**config.mk**
```make
export PLATFORM = sky130hd
export DESIGN_NAME = tmr_event_flags
export DESIGN_NICKNAME = d
export VERILOG_FILES = /design/src/rtl/tef_pkg.sv /design/src/rtl/tef_delay_line.sv /design/src/rtl/tef_pair_gate.sv /design/src/rtl/tef_flag_bank.sv /design/src/rtl/tmr_event_flags.sv
export SDC_FILE = /design/constraint.sdc
export NUM_CORES = 1
export LEC_CHECK = 0
export ABC_AREA = 1
export BUFFER_PORTS_ARGS = -buffer_cell sky130_fd_sc_hd__buf_2
export CELL_PAD_IN_SITES_DETAIL_PLACEMENT = 0
export CELL_PAD_IN_SITES_GLOBAL_PLACEMENT = 2
export CORE_ASPECT_RATIO = 0.7
export CORE_UTILIZATION = 34
export DETAILED_ROUTE_END_ITERATION = 8
export GPL_TIMING_DRIVEN = 0
export PLACE_DENSITY_LB_ADDON = 0.1
export SLEW_MARGIN = 20
export SYNTH_ARGS = -nofsm -noshare
export SYNTH_HDL_FRONTEND = slang
export SYNTH_SLANG_ARGS = --single-unit
```
**constraint.sdc**
```tcl
create_clock -name clk -period 3.4 [get_ports clk]
set_clock_uncertainty 0.05 [all_clocks]
set_input_delay 0.51 -clock clk [delete_from_list [all_inputs] [get_ports clk]]
set_output_delay 0.51 -clock clk [all_outputs]
set_load 0.02 [all_outputs]
```
**src/rtl/tef_pkg.sv**
```systemverilog
package tef_pkg;
   typedef enum logic {
      PH_FIRST  = 1'b0,
      PH_SECOND = 1'b1
   } pair_ph_e;

   typedef enum logic {
      CLR_BY_WRITE  = 1'b0,
      CLR_BY_ACCESS = 1'b1
   } clr_mode_e;
endpackage

```
**src/rtl/tef_delay_line.sv**
```systemverilog
module tef_delay_line #(
   parameter int NUM_CH    = 8,
   parameter int DLY_W     = 8,
   parameter bit USE_DELAY = 1'b1
) (
   input  logic              clk,
   input  logic              rst_n,
   input  logic [DLY_W-1:0]  dly_cycles,
   input  logic [NUM_CH-1:0] evt_in,
   output logic [NUM_CH-1:0] evt_out
);
   localparam logic [DLY_W-1:0] CNT_ONE  = DLY_W'(1);
   localparam logic [DLY_W-1:0] CNT_ZERO = '0;

   if (USE_DELAY) begin : g_delay
      logic dly_off;
      assign dly_off = (dly_cycles == CNT_ZERO);

      for (genvar ch = 0; ch < NUM_CH; ch++) begin : g_ch
         logic [DLY_W-1:0] cnt_q;

         always_ff @(posedge clk or negedge rst_n) begin
            if (!rst_n) begin
               cnt_q <= CNT_ZERO;
            end else if (dly_off) begin
               cnt_q <= CNT_ZERO;
            end else if (evt_in[ch]) begin
               cnt_q <= dly_cycles;
            end else if (cnt_q != CNT_ZERO) begin
               cnt_q <= cnt_q - CNT_ONE;
            end
         end

         assign evt_out[ch] = dly_off ? evt_in[ch]
                                      : ((cnt_q == CNT_ONE) && !evt_in[ch]);
      end
   end else begin : g_bypass
      logic [DLY_W-1:0] unused_dly;
      logic             unused_clk;
      assign unused_dly = dly_cycles;
      assign unused_clk = clk ^ rst_n;
      assign evt_out    = evt_in;
   end
endmodule

```
**src/rtl/tef_pair_gate.sv**
```systemverilog
module tef_pair_gate
   import tef_pkg::*;
#(
   parameter int NUM_CH = 8
) (
   input  logic              clk,
   input  logic              rst_n,
   input  logic              pair_mode,
   input  logic [NUM_CH-1:0] ovw_prot,
   input  logic [NUM_CH-1:0] evt_in,
   output logic [NUM_CH-1:0] evt_out
);
   for (genvar ch = 0; ch < NUM_CH; ch++) begin : g_ch
      pair_ph_e ph_q;
      logic     active;

      assign active = pair_mode && ovw_prot[ch];

      always_ff @(posedge clk or negedge rst_n) begin
         if (!rst_n) begin
            ph_q <= PH_FIRST;
         end else if (!active) begin
            ph_q <= PH_FIRST;
         end else if (evt_in[ch]) begin
            ph_q <= (ph_q == PH_FIRST) ? PH_SECOND : PH_FIRST;
         end
      end

      assign evt_out[ch] = evt_in[ch] && (!active || (ph_q == PH_SECOND));
   end
endmodule

```
**src/rtl/tef_flag_bank.sv**
```systemverilog
module tef_flag_bank #(
   parameter int NUM_CH = 8
) (
   input  logic              clk,
   input  logic              rst_n,
   input  logic [NUM_CH-1:0] set_vec,
   input  logic [NUM_CH-1:0] clr_vec,
   output logic [NUM_CH-1:0] flag_q
);
   for (genvar ch = 0; ch < NUM_CH; ch++) begin : g_bit
      always_ff @(posedge clk or negedge rst_n) begin
         if (!rst_n) begin
            flag_q[ch] <= 1'b0;
         end else if (set_vec[ch]) begin
            flag_q[ch] <= 1'b1;
         end else if (clr_vec[ch]) begin
            flag_q[ch] <= 1'b0;
         end
      end
   end
endmodule

```
**src/rtl/tmr_event_flags.sv**
```systemverilog
module tmr_event_flags
   import tef_pkg::*;
#(
   parameter int NUM_CH    = 8,
   parameter int NUM_PA8   = 4,
   parameter int DLY_W     = 8,
   parameter bit USE_DELAY = 1'b1
) (
   input  logic               clk,
   input  logic               rst_n,
   input  logic               bus_sel,
   input  logic               bus_wr,
   input  logic               bus_rd,
   input  logic [NUM_CH-1:0]  bus_wdata,
   output logic [NUM_CH-1:0]  bus_rdata,
   input  logic               fast_clr_en,
   input  logic [NUM_CH-1:0]  data_acc,
   input  logic [NUM_CH-1:0]  cc_evt,
   input  logic               pacc16_evt,
   input  logic [NUM_PA8-1:0] pacc8_evt,
   input  logic [DLY_W-1:0]   dly_cycles,
   input  logic               pair_mode,
   input  logic [NUM_CH-1:0]  ovw_prot,
   input  logic [NUM_CH-1:0]  irq_en,
   output logic [NUM_CH-1:0]  irq_ch,
   output logic               irq
);
   if (NUM_CH < 1 || NUM_CH > 32) begin : g_bad_ch
      $error("tmr_event_flags: NUM_CH must be in 1..32");
   end
   if (NUM_PA8 < 1 || NUM_PA8 > NUM_CH) begin : g_bad_pa8
      $error("tmr_event_flags: NUM_PA8 must be in 1..NUM_CH");
   end
   if (DLY_W < 2) begin : g_bad_dly
      $error("tmr_event_flags: DLY_W must be at least 2");
   end

   localparam logic [NUM_CH-1:0] CH0_MASK = NUM_CH'(1);

   logic [NUM_CH-1:0] dly_evt;
   logic [NUM_CH-1:0] cc_set;
   logic [NUM_CH-1:0] pa_set;
   logic [NUM_CH-1:0] set_vec;
   logic [NUM_CH-1:0] clr_vec;
   logic [NUM_CH-1:0] flag_q;
   logic              wr_hit;
   clr_mode_e         clr_mode;

   tef_delay_line #(
      .NUM_CH   (NUM_CH),
      .DLY_W    (DLY_W),
      .USE_DELAY(USE_DELAY)
   ) u_delay (
      .clk       (clk),
      .rst_n     (rst_n),
      .dly_cycles(dly_cycles),
      .evt_in    (cc_evt),
      .evt_out   (dly_evt)
   );

   tef_pair_gate #(
      .NUM_CH(NUM_CH)
   ) u_pair (
      .clk      (clk),
      .rst_n    (rst_n),
      .pair_mode(pair_mode),
      .ovw_prot (ovw_prot),
      .evt_in   (dly_evt),
      .evt_out  (cc_set)
   );

   for (genvar ch = 0; ch < NUM_CH; ch++) begin : g_pa
      if (ch < NUM_PA8) begin : g_has8
         assign pa_set[ch] = pacc8_evt[ch];
      end else begin : g_no8
         assign pa_set[ch] = 1'b0;
      end
   end

   assign set_vec  = cc_set | pa_set | (pacc16_evt ? CH0_MASK : '0);
   assign clr_mode = fast_clr_en ? CLR_BY_ACCESS : CLR_BY_WRITE;
   assign wr_hit   = bus_sel && bus_wr;

   always_comb begin
      unique case (clr_mode)
         CLR_BY_ACCESS: clr_vec = data_acc;
         default:       clr_vec = wr_hit ? bus_wdata : '0;
      endcase
   end

   tef_flag_bank #(
      .NUM_CH(NUM_CH)
   ) u_bank (
      .clk    (clk),
      .rst_n  (rst_n),
      .set_vec(set_vec),
      .clr_vec(clr_vec),
      .flag_q (flag_q)
   );

   assign bus_rdata = (bus_sel && bus_rd) ? flag_q : '0;
   assign irq_ch    = flag_q & irq_en;
   assign irq       = |irq_ch;
endmodule

```
# Word level (Yosys, flattened, before mapping)
# Cells that the tools add are included.
[totals]
word_cells = 204
ff_bits = 80
[classes]
add_sub_neg = 8
n_mux = 77
eq_ne = 16
n_reduce_logical = 76
bitwise = 3
[ops]
columns = ["cell", "n"]
rows = [
  ["$mux 8", 27],
  ["$eq 8x1->1 const B", 8],
  ["$reduce_bool 8->1", 8],
  ["$sub 8x1->8 const B", 8],
  ["$mux 1", 50],
  ["$logic_and 1x1->1", 26],
  ["$reduce_bool 3->1", 8],
  ["$logic_not 1->1", 16],
  ["$ne 2x1->1 const B", 8],
  ["$reduce_bool 2->1", 8],
  ["$and 8x8->8", 1],
  ["$logic_not 8->1", 1],
  ["$logic_or 1x1->1", 8],
  ["$or 8x1->8", 1],
  ["$or 8x4->8", 1],
  ["$reduce_or 8->1", 1],
]

# Longest topological paths before layout
# Gate-level depths: netlist of the first run.
[depth]
ltp_word = 7
depth_mapped = 10

# By module
# From an unflattened synthesis of the first run, not the netlist that was laid out.
[hier_totals]
cells_unflattened = 953
hier_area_um2 = 5953.2
[modules_own_cells]
columns = ["module", "cells_each", "instances", "area_per_inst_um2"]
rows = [
  ["tef_delay_line", 762, 1, 4837.1],
  ["tef_pair_gate", 78, 1, 488.0],
  ["tef_flag_bank", 40, 1, 320.3],
  ["tmr_event_flags", 73, 1, 307.8],
]

# Worst setup path before layout of the first run
# Ideal clock, no wire load.
[synth_path]
path_kind = "input port to output port"
startpoint = "input irq_en[6]"
endpoint = "output irq"
arrival_time_ps = 1099
t_required_ps = 2840
stages = 4
path_slack_ps = 1741
path_buffers = 0
path_cell_list = "nand2_1 > inv_1 > nor4_1 > nand2_1"
[synth_between]
elab_chain_cells = 2
[synth_rtl]
columns = ["item", "line_no", "text"]
rows = [
  ["start: declaration", "tmr_event_flags.sv:24", "input logic [NUM_CH-1:0] irq_en,"],
  ["$and 8x8->8", "tmr_event_flags.sv:102", "assign irq_ch = flag_q & irq_en;"],
  ["net irq_ch[6]", "tmr_event_flags.sv:25", "output logic [NUM_CH-1:0] irq_ch,"],
  ["$reduce_or 8->1", "tmr_event_flags.sv:103", "assign irq = |irq_ch;"],
  ["end: declaration", "tmr_event_flags.sv:26", "output logic irq"],
]
# The timed path passes the listed nets, and every way through them passes these cells.

# Worst setup path in the final report of the first run
[layout_path]
startpoint = "register u_bank.flag_q[7]"
endpoint = "output irq"
[layout_between]
elab_chain_cells = 2
[layout_rtl]
columns = ["item", "line_no", "text"]
rows = [
  ["start: declaration", "tef_flag_bank.sv:8", "output logic [NUM_CH-1:0] flag_q"],
  ["start signal: indexed assignment", "tef_flag_bank.sv:13", "flag_q[ch] <= 1'b0;"],
  ["start signal: indexed assignment", "tef_flag_bank.sv:15", "flag_q[ch] <= 1'b1;"],
  ["start signal: indexed assignment", "tef_flag_bank.sv:17", "flag_q[ch] <= 1'b0;"],
  ["$and 8x8->8", "tmr_event_flags.sv:102", ""],
  ["$reduce_or 8->1", "tmr_event_flags.sv:103", ""],
]
# Every way passes these cells.

==> results.cfg, run 1 <==
[global_route]
antenna_found_initial = 1
grt_start_max_net_pins = 49
grt_pass1_wl_mm = 26.0
grtUsageTotal_pct = 20.4
grt_remaining_overflow = 0
grt_pass1_vias = 5007

[die]
std_cell_rows = 38
die_w_um = 154
die_area_sq_um = 16700
chipHeight_um = 109
core_region_area_sq_um = 15600
pin_count = 77
start_util_pct = 35.2

[placed_design]
gp_congestion = 0.818
numPlacedInstances = 1112
placed_area_sq_um = 6150
dp_slack_ns = 1.32
dp_hpwl_mm = 12.0
portBuffers = 70

[sta]
setup_viol = 0
drv_slew = 0
setup_slack_ns = 1.36
tightest_slew_ns = 0.595
timing.final.crit_share_pct = 59.9
period_needed_ns = 2.04
slew_headroom_pct = 59.9
setup-tns-final_ns = 0
grt_setup_unrepaired = false
hold_violations = 7
fmax_mhz = 491
holdWs_ns = -0.00578

[clock_network]
cts_tree = built
cts.sinks = 80
clkSlewWorstSetupHoldPaths_ns = 0.06
cts_root_buf = clkbuf_16
clkLatencyLatePin_ns = 0.35
htree_levels = 3
cts_made_buffers = 9
cts_max_path_buffers = 2
cts_setup_buffers = 0
cts_resized = 0
cts_hold_buf = 0

[synthesis]
syn_nets = 925
synth_area_leaders = dfrtp_1, nand2_1, nor2_1
synth_area_sq_um = 5510
yosys.area.top_type_share_pct = 36.3
synth_cell_types = 29
ys_seq_area_share_pct = 36.3
syn_inst = 841
yosysWarnings = 0
avgSynthCellArea_sq_um = 6.55
ys_ff_latch = 80
synth_top_area_cell = dfrtp_1

[setup_path]
path_cells = nand2_1 -> inv_1 -> nor4_1 -> nand2_1 -> buf_2
crit_top_cell = nand2_1
critPathCaptureType = output pin
critPathArrivalTime_ns = 1.48
critPathKind = flip-flop to output pin
crit_buf_inv = 2
critPathRequiredTime_ns = 2.84
cp_slowest_cell = dfrtp_1
path_delay_family = simple AND/OR/NAND/NOR gates
cp_max_fo = 2
slowest_delay_ns = 0.39
r2r_setup_slack_ns = 1.66
worst_setup_path_start_kind = flip-flop

[finish]
syn_to_final_growth_pct = 16.8
multi_input_area_sq_um = 2940
seq_area_sq_um = 2000
fin_cells = 1128
fillers = 1645
layout-drive-gt1-share_pct = 11.2
final_area_sq_um = 6430
fin_nets = 1007
diodes = 0

[detailed_routing]
routed_via_density = 4.81
drt_pass1_iterations = 5
routedWlPerCell_um = 14.2
drc = 0
antenna_left = 0
wirelength_mm = 16.1
drt_iter0_drc = 323
via_count = 5425

[flow_run]
maxCapViolCount = 0

[power_and_ir_drop]
power.density_nw_per_um2 = 408
ir_worst_vdd_mv = 0.164
leakagePower_nw = 3.44

[worst_hold_path]
hold_class = input port to async pin

[run_status]
failed_checks = hold timing
status = finished, violations left
-- worst paths after layout --
check                                                      start                                to  cells after the start
worst min register to register  u_delay.g_delay.g_ch[2].cnt_q[1]  u_delay.g_delay.g_ch[2].cnt_q[1]                      2
max in group asynchronous                                  rst_n  u_delay.g_delay.g_ch[7].cnt_q[2]                      2
worst min-delay path                                       rst_n  u_delay.g_delay.g_ch[2].cnt_q[2]                      1
min in group clk                                    pacc8_evt[3]                  u_bank.flag_q[3]                      3
worst max register to register  u_delay.g_delay.g_ch[2].cnt_q[0]  u_delay.g_delay.g_ch[2].cnt_q[0]                      5
worst max-delay path                            u_bank.flag_q[7]                               irq                      5
-- placed cells by master, fill, tap and decap left out, types with 5 or more instances in the layout --
| cell | instances |
|---|---|
| buf_6 | 5 |
| clkbuf_1 | 11 |
| o21ai_1 | 8 |
| nand3_1 | 76 |
| nand2_1 | 210 |
| dfrtp_1 | 80 |
| a21oi_1 | 36 |
| nor2_1 | 152 |
| nor3_1 | 7 |
| clkbuf_16 | 9 |
| nand4_1 | 25 |
| o21ai_0 | 53 |
| inv_1 | 120 |
| ha_1 | 24 |
| xor2_1 | 5 |
| buf_2 | 72 |
| o211ai_1 | 7 |
-- stage by stage --
stage | total power [mW] | utilization, %
after floorplan | 1.48 | -
after global placement | 1.65 | 39.1
after detailed placement | 1.66 | 39.3
after CTS | 2.66 | 41.1
after global routing | 2.79 | 41.1
final | 2.63 | 41.1
-- cells by family after synthesis --
group | after synthesis | share of synthesized area, %
AOI/OAI and AO/OA | 109 | 10.4
buffers and inverters | 140 | 10.3
and+or+nand+nor | 481 | 36.5
adders and majority gates | 24 | 5.45
xor gates and xnor gates | 7 | 1.11
DFF | 80 | 36.3
-- report_power, final --
part	internal [mW]	leakage (nW)	total [mW]	switching, mW
Combinational	0.185	2.37	0.528	0.344
Clock	0.566	0.138	0.981	0.416
Sequential	1.04	0.932	1.12	0.0742
-- sequential cells by signal (all words and copies together) (netlist names) --
register	cells
u_delay.g_delay.g_ch.cnt_q	64
u_pair.g_ch.ph_q	8
u_bank.flag_q	8
-- worst register-to-register path: stages (launching register included) --
cell and delay [ns]:
dfrtp_1 0.41, inv_1 0.11, ha_1 0.16, nand3_1 0.15, o21ai_0 0.54, o21ai_0 0.18
-- synthesized netlist by cell type (all sizes together) --
| cell | n |
|---|---|
| nor2 | 154 |
| inv | 121 |
| o21ai | 61 |
| nor3 | 7 |
| buf | 9 |
| nand2 | 213 |
| or2 | 2 |
| ha | 24 |
| nor4 | 2 |
| dfrtp | 80 |
| clkbuf | 10 |
| o22ai | 3 |
| xnor2 | 2 |
| a21boi | 1 |
| xor2 | 5 |
| a211oi | 1 |
| a21oi | 36 |
| nand3 | 77 |
| nand3b | 1 |
| nand4 | 25 |
| o211ai | 7 |
-- per-layer routing --
layer	track usage, %	up-vias	part of all wire, %
met1	28.6	2456	50
met4	6.43	0	1.8
li1	-	2839	-
met3	3.93	17	4.6
met2	31.7	113	43
met5	0	-	0
-- final cells by class --
cell class	instances	share of cell area, %
Buffer	19	1.75
Clock buffer	10	3.56
Clock inverter	6	0.933
Inverter	121	7.06
Multi-Input combinational cell	621	45.7
Sequential cell	80	31.1
Tap cell	200	3.89
Timing Repair Buffer	71	5.97
Power figures use the tool's default switching activity.
==> run 2: changes to the inputs <==
- CORE_UTILIZATION: 34 -> 29
- clock period: 3.4 -> 1.8 ns (I/O delays scaled with it)
==> run 2 against run 1 <==
Compared with the run above: the flow now finishes without violations; die area is 17% higher; core utilization is 5.5 points lower; wire length is 6.4% higher; clock power is 92% higher; final cell count is 3.4% higher; hold slack better by 0.082 ns; largest cell class unchanged.
==> results.cfg, run 2 (synthesized netlist as in run 1, its figures left out) <==
[run_status]
status = finished clean

[detailed_routing]
routedWlPerCell_um = 14.7
routed_via_density = 4.70
drc = 0
via_count = 5485
drt_pass1_iterations = 5
wirelength_mm = 17.1
drt_iter0_drc = 262
antenna_left = 0

[sta]
setup_viol = 0
setup_slack_ns = 0.0866
setup-tns-final_ns = 0
timing.final.crit_share_pct = 95.2
slew_headroom_pct = 68.4
drv_slew = 0
grt_setup_unrepaired = false
hold_violations = 0
tightest_slew_ns = 0.474
period_needed_ns = 1.71
fmax_mhz = 584

[setup_path]
critPathCaptureType = output pin
worst_r2r_path_depth = 6
endpoint = irq
critPathRequiredTime_ns = 1.48
cp-startpoint = u_bank.flag_q[7]
critPathArrivalTime_ns = 1.39
r2r_end = u_delay.g_delay.g_ch[5].cnt_q[3]
timing.rr.start = u_delay.g_delay.g_ch[5].cnt_q[5]
cp_max_fo = 2
worst_setup_path_start_kind = flip-flop
r2r_setup_slack_ns = 0.17
critPathKind = flip-flop to output pin

[finish]
reg.largest.list = u_delay.g_delay.g_ch.cnt_q (64), u_bank.flag_q (8), u_pair.g_ch.ph_q (8)
layout-drive-gt1-share_pct = 11.6
final_cell_mix = nand2_1, nor2_1, inv_1, dfrtp_1, nand3_1
top_register = u_delay.g_delay.g_ch.cnt_q
fillers = 1978
fin_nets = 1009
syn_to_final_growth_pct = 18.3
final_common_cell = nand2_1
fin_util_pct = 35.6
largest_reg_flops = 64

[clock_network]
clkLatencyLatePin_ns = 0.35
cts_made_buffers = 9
htree_levels = 3
cts_root_buf = clkbuf_16
clkSlewWorstSetupHoldPaths_ns = 0.06
cts_max_path_buffers = 2
cts_tree = built
cts.sinks = 80

[die]
std_cell_rows = 41
chipHeight_um = 117
pin_count = 77
core_region_area_sq_um = 18300
start_util_pct = 30.1
die_w_um = 167
die_area_sq_um = 19600

[worst_hold_path]
hold_class = input port to flip-flop

[placed_design]
portBuffers = 70
dp_slack_ns = -0.0920
dp_hpwl_mm = 12.7
gp_congestion = 0.810

[global_route]
grt_start_max_net_pins = 57
grt_remaining_overflow = 0
grt_pass1_wl_mm = 28.1
grtUsageTotal_pct = 18.6
antenna_found_initial = 0
grt_pass1_vias = 5262

[power_and_ir_drop]
ir_worst_vdd_mv = 0.368
power.density_nw_per_um2 = 768
total_power_mw = 5.01
leakagePower_nw = 3.46

[flow_run]
maxCapViolCount = 0
[run 2: cell count changes in the layout (fill, tap and decap cells not counted), moves of 2 or more]
cell        previous run  this run
nor2_1               152       150
buf_4                  2         4
nor2_2                 1         3
clkinvlp_4             2         0
[run 2: worst min-delay path by stage]
stage,start,endpoint,slack [ns],cells past startpoint
floorplan,rst_n,u_bank.flag_q[0],-0.08,0
global placement,u_delay.g_delay.g_ch[7].cnt_q[1],u_delay.g_delay.g_ch[7].cnt_q[1],0.42,2
detailed placement,rst_n,u_delay.g_delay.g_ch[2].cnt_q[4],0.11,1
CTS,pacc8_evt[3],u_bank.flag_q[3],0.07,3
global route,pacc8_evt[3],u_bank.flag_q[3],0.08,3
finish,pacc16_evt,u_bank.flag_q[0],0.08,3
[run 2: power by group]
part / leakage (nW) / total, mW / internal [mW] / switching [mW]
Sequential: 0.932 / 2.11 / 1.97 / 0.138
Combinational: 2.39 / 1.02 / 0.354 / 0.665
Clock: 0.145 / 1.88 / 1.10 / 0.780
Total: 3.46 / 5.01 / 3.43 / 1.58
[run 2: layout make-up]
| class | count | area [sq um] | area share, % |
|---|---|---|---|
| clock buffers | 11 | 243 | 3.72 |
| inverters | 121 | 454 | 6.96 |
| well taps | 236 | 295 | 4.53 |
| diodes | 1 | 2.50 | 0.0384 |
| flip-flops and latches | 80 | 2000 | 30.7 |
| plain buffers | 19 | 113 | 1.73 |
| repair buffers | 73 | 404 | 6.20 |
| clock inverters | 4 | 45.0 | 0.691 |
| multi-input cells | 621 | 2960 | 45.4 |
[run 2: per-stage QoR]
step | instances | hold slack, ns | area (sq um)
floorplan | 841 | -0.0756 | 5510
global placement | 1147 | 0.419 | 6160
detailed placement | 1148 | 0.114 | 6190
CTS | 1164 | 0.0714 | 6490
global route | 1165 | 0.0813 | 6520
finish | 1166 | 0.0758 | 6520
[run 2: timing repair]
action	in CTS	in global routing
pin swaps	0	1
buffers inserted	0	1
endpoints found under the setup margin	1	12
hold endpoints to repair	24	0
hold buffers	1	0
resized for setup	1	6
[run 2: metal layers]
metal | routed length [um] | vias to the layer above | global-route usage, %
li1 | - | 2846 | -
met1 | 8980 | 2540 | 27.2
met2 | 7300 | 86 | 27.8
met3 | 629 | 13 | 3.58
met4 | 186 | 0 | 4.51
met5 | 0 | - | 0
[run 2: worst max-delay path, stage by stage, from the launching register on]
cell and delay (ns):
dfrtp_1 0.38, nand2_1 0.07, inv_1 0.07, nor4_4 0.28, nand2_1 0.08, buf_4 0.16
==> run 3: changes to the inputs <==
- RECOVER_POWER: not set -> 100
- SETUP_SLACK_MARGIN: not set -> 0.4
==> run 3 against run 2 <==
Compared with the run above: core utilization increased by 4.2 points; critical path depth unchanged; via count increased by 5.2%; clock power about the same; total power increased by 7.0%; wire length increased by 7.5%; combinational power increased by 31%; register-to-register slack got worse by 0.05 ns; critical endpoint unchanged; largest cell class unchanged.
==> results.cfg, run 3 (synthesized netlist as in run 1, its figures left out) <==
[run_status]
status = finished clean

[detailed_routing]
via_count = 5768
drt_iter0_drc = 297
routedWlPerCell_um = 15.2
drc = 0
routed_via_density = 4.76
drt_pass1_iterations = 5
antenna_left = 0
wirelength_mm = 18.4

[placed_design]
dp_hpwl_mm = 12.7
portBuffers = 70
numPlacedInstances = 1148
placed_area_sq_um = 6190
gp_congestion = 0.810

[finish]
diodes = 0
fin_nets = 1055
fin_cells = 1211
fin_util_pct = 39.9
top_register = u_delay.g_delay.g_ch.cnt_q
final_common_cell = nand2_1
final_cell_mix = nand2_1, nor2_1, inv_1, dfrtp_1, nand3_1
largest_reg_flops = 64
layout-drive-gt1-share_pct = 24.2
final_area_sq_um = 7300
reg.largest.list = u_delay.g_delay.g_ch.cnt_q (64), u_bank.flag_q (8), u_pair.g_ch.ph_q (8)
syn_to_final_growth_pct = 32.4

[power_and_ir_drop]
ir_worst_vdd_mv = 0.327
leakagePower_nw = 3.60
power.density_nw_per_um2 = 734
p_switching_mw = 1.73
power_frac_seq_pct = 40.1
p_int_mw = 3.63
total_power_mw = 5.36
p_clk_share_pct = 34.9
sw_frac_of_total_pct = 32.4
combPwrFrac_pct = 25.1

[setup_path]
cp_max_fo = 2
worst_r2r_path_depth = 9
slowest_delay_ns = 0.38
critPathArrivalTime_ns = 1.40
crit_top_cell = nand2_1
path_cells = nand2_1 -> inv_2 -> nor4_4 -> nand2_1 -> buf_4
timing.rr.start = u_delay.g_delay.g_ch[7].cnt_q[1]
critPathCaptureType = output pin
critPathKind = flip-flop to output pin
worst_setup_path_start_kind = flip-flop
cp_slowest_cell = dfrtp_1
critPathRequiredTime_ns = 1.48
cp-startpoint = u_bank.flag_q[7]

[global_route]
grtUsageTotal_pct = 18.8
grt_remaining_overflow = 0
antenna_found_initial = 0
grt_start_max_net_pins = 57
grt_pass1_wl_mm = 28.5
grt_pass1_vias = 5330

[die]
die_w_um = 167
start_util_pct = 30.1
chipHeight_um = 117
die_area_sq_um = 19600
pin_count = 77
core_region_area_sq_um = 18300
std_cell_rows = 41

[sta]
grt_setup_unrepaired = true
period_needed_ns = 1.72
slew_headroom_pct = 49.8
timing.final.crit_share_pct = 95.4
holdWs_ns = 0.0791
drv_slew = 0
setup_viol = 0
hold_violations = 0
fmax_mhz = 582
tightest_slew_ns = 0.753

[clock_network]
cts_root_buf = clkbuf_16
clkLatencyLatePin_ns = 0.35
clkSlewWorstSetupHoldPaths_ns = 0.06
cts_max_path_buffers = 2
cts.sinks = 80
cts_tree = built
cts_made_buffers = 9
htree_levels = 3

[worst_hold_path]
hold_class = input port to flip-flop
hold_start = pacc8_evt[3]
holdPathStages = 3

[flow_run]
maxCapViolCount = 0
## run 3: changes by cell type in the layout (fill, tap and decap cells not counted), sizes merged
cell / previous run / this run
clkinv: 3 / 4
clkdlybuf4s25: 0 / 1
inv: 121 / 120
diode: 1 / 0
clkbuf: 21 / 50
buf: 81 / 96
clkdlybuf4s15: 0 / 1
## run 3: worst max-delay path, delay by kind of cell, from the launching register on
kind,cells,cell delay (ns)
buffers and inverters,2,0.21
DFF,1,0.38
and+or+nand+nor,3,0.45
## run 3: timing repair
item,4_1_cts,5_1_grt
hold buffers,1,0
gates resized for setup,43,164
buffers inserted,13,34
pin swaps,10,67
endpoints found under the hold margin,24,0
endpoints found under the setup margin,64,81
## run 3: path summary, 6_finish.rpt
check,endpoint,slack [ns]
setup / recovery,irq,0.08
hold / removal,u_bank.flag_q[3],0.08
setup reg to reg,u_delay.g_delay.g_ch[7].cnt_q[0],0.12
hold reg to reg,u_delay.g_delay.g_ch[2].cnt_q[1],0.44
max in group asynchronous,u_delay.g_delay.g_ch[7].cnt_q[5],0.45
min in group asynchronous,u_delay.g_delay.g_ch[2].cnt_q[4],0.47
## run 3: routing by layer
| layer | global-route usage, % | vias up | wire [um] |
|---|---|---|---|
| li1 | - | 2941 | - |
| met1 | 27.4 | 2699 | 9200 |
| met2 | 28.4 | 103 | 8200 |
| met3 | 3.68 | 25 | 679 |
| met4 | 4.51 | 0 | 310 |
| met5 | 0 | - | 0 |
## run 3: area by class of cell
cell class | instances | area [sq um]
inverter | 121 | 464
tap | 236 | 295
timing repair buffer | 119 | 754
buffer | 19 | 119
multi-input combinational | 621 | 3370
sequential | 80 | 2010
fill | 1937 | 11000
clock buffer | 11 | 243
clock inverter | 4 | 45.0
## run 3: power by group through the flow
stage                     Clock (mW)  Combinational [mW]  Sequential, mW
after global routing            2.01                1.52            2.17
after global placement             0               0.998            2.14
final                           1.87                1.34            2.15
after floorplan                    0               0.690            2.11
after detailed placement           0                1.02            2.14
after CTS                       1.93                1.06            2.12
## run 3: through the flow
step	TNS, ns	worst slack, ns
6_report	0	0.0832
2_1_floorplan	0	0.438
5_1_grt	0	0.0137
4_1_cts	0	0.0943
3_3_place_gp	-38.24	-0.488
3_5_place_dp	-0.364	-0.0920
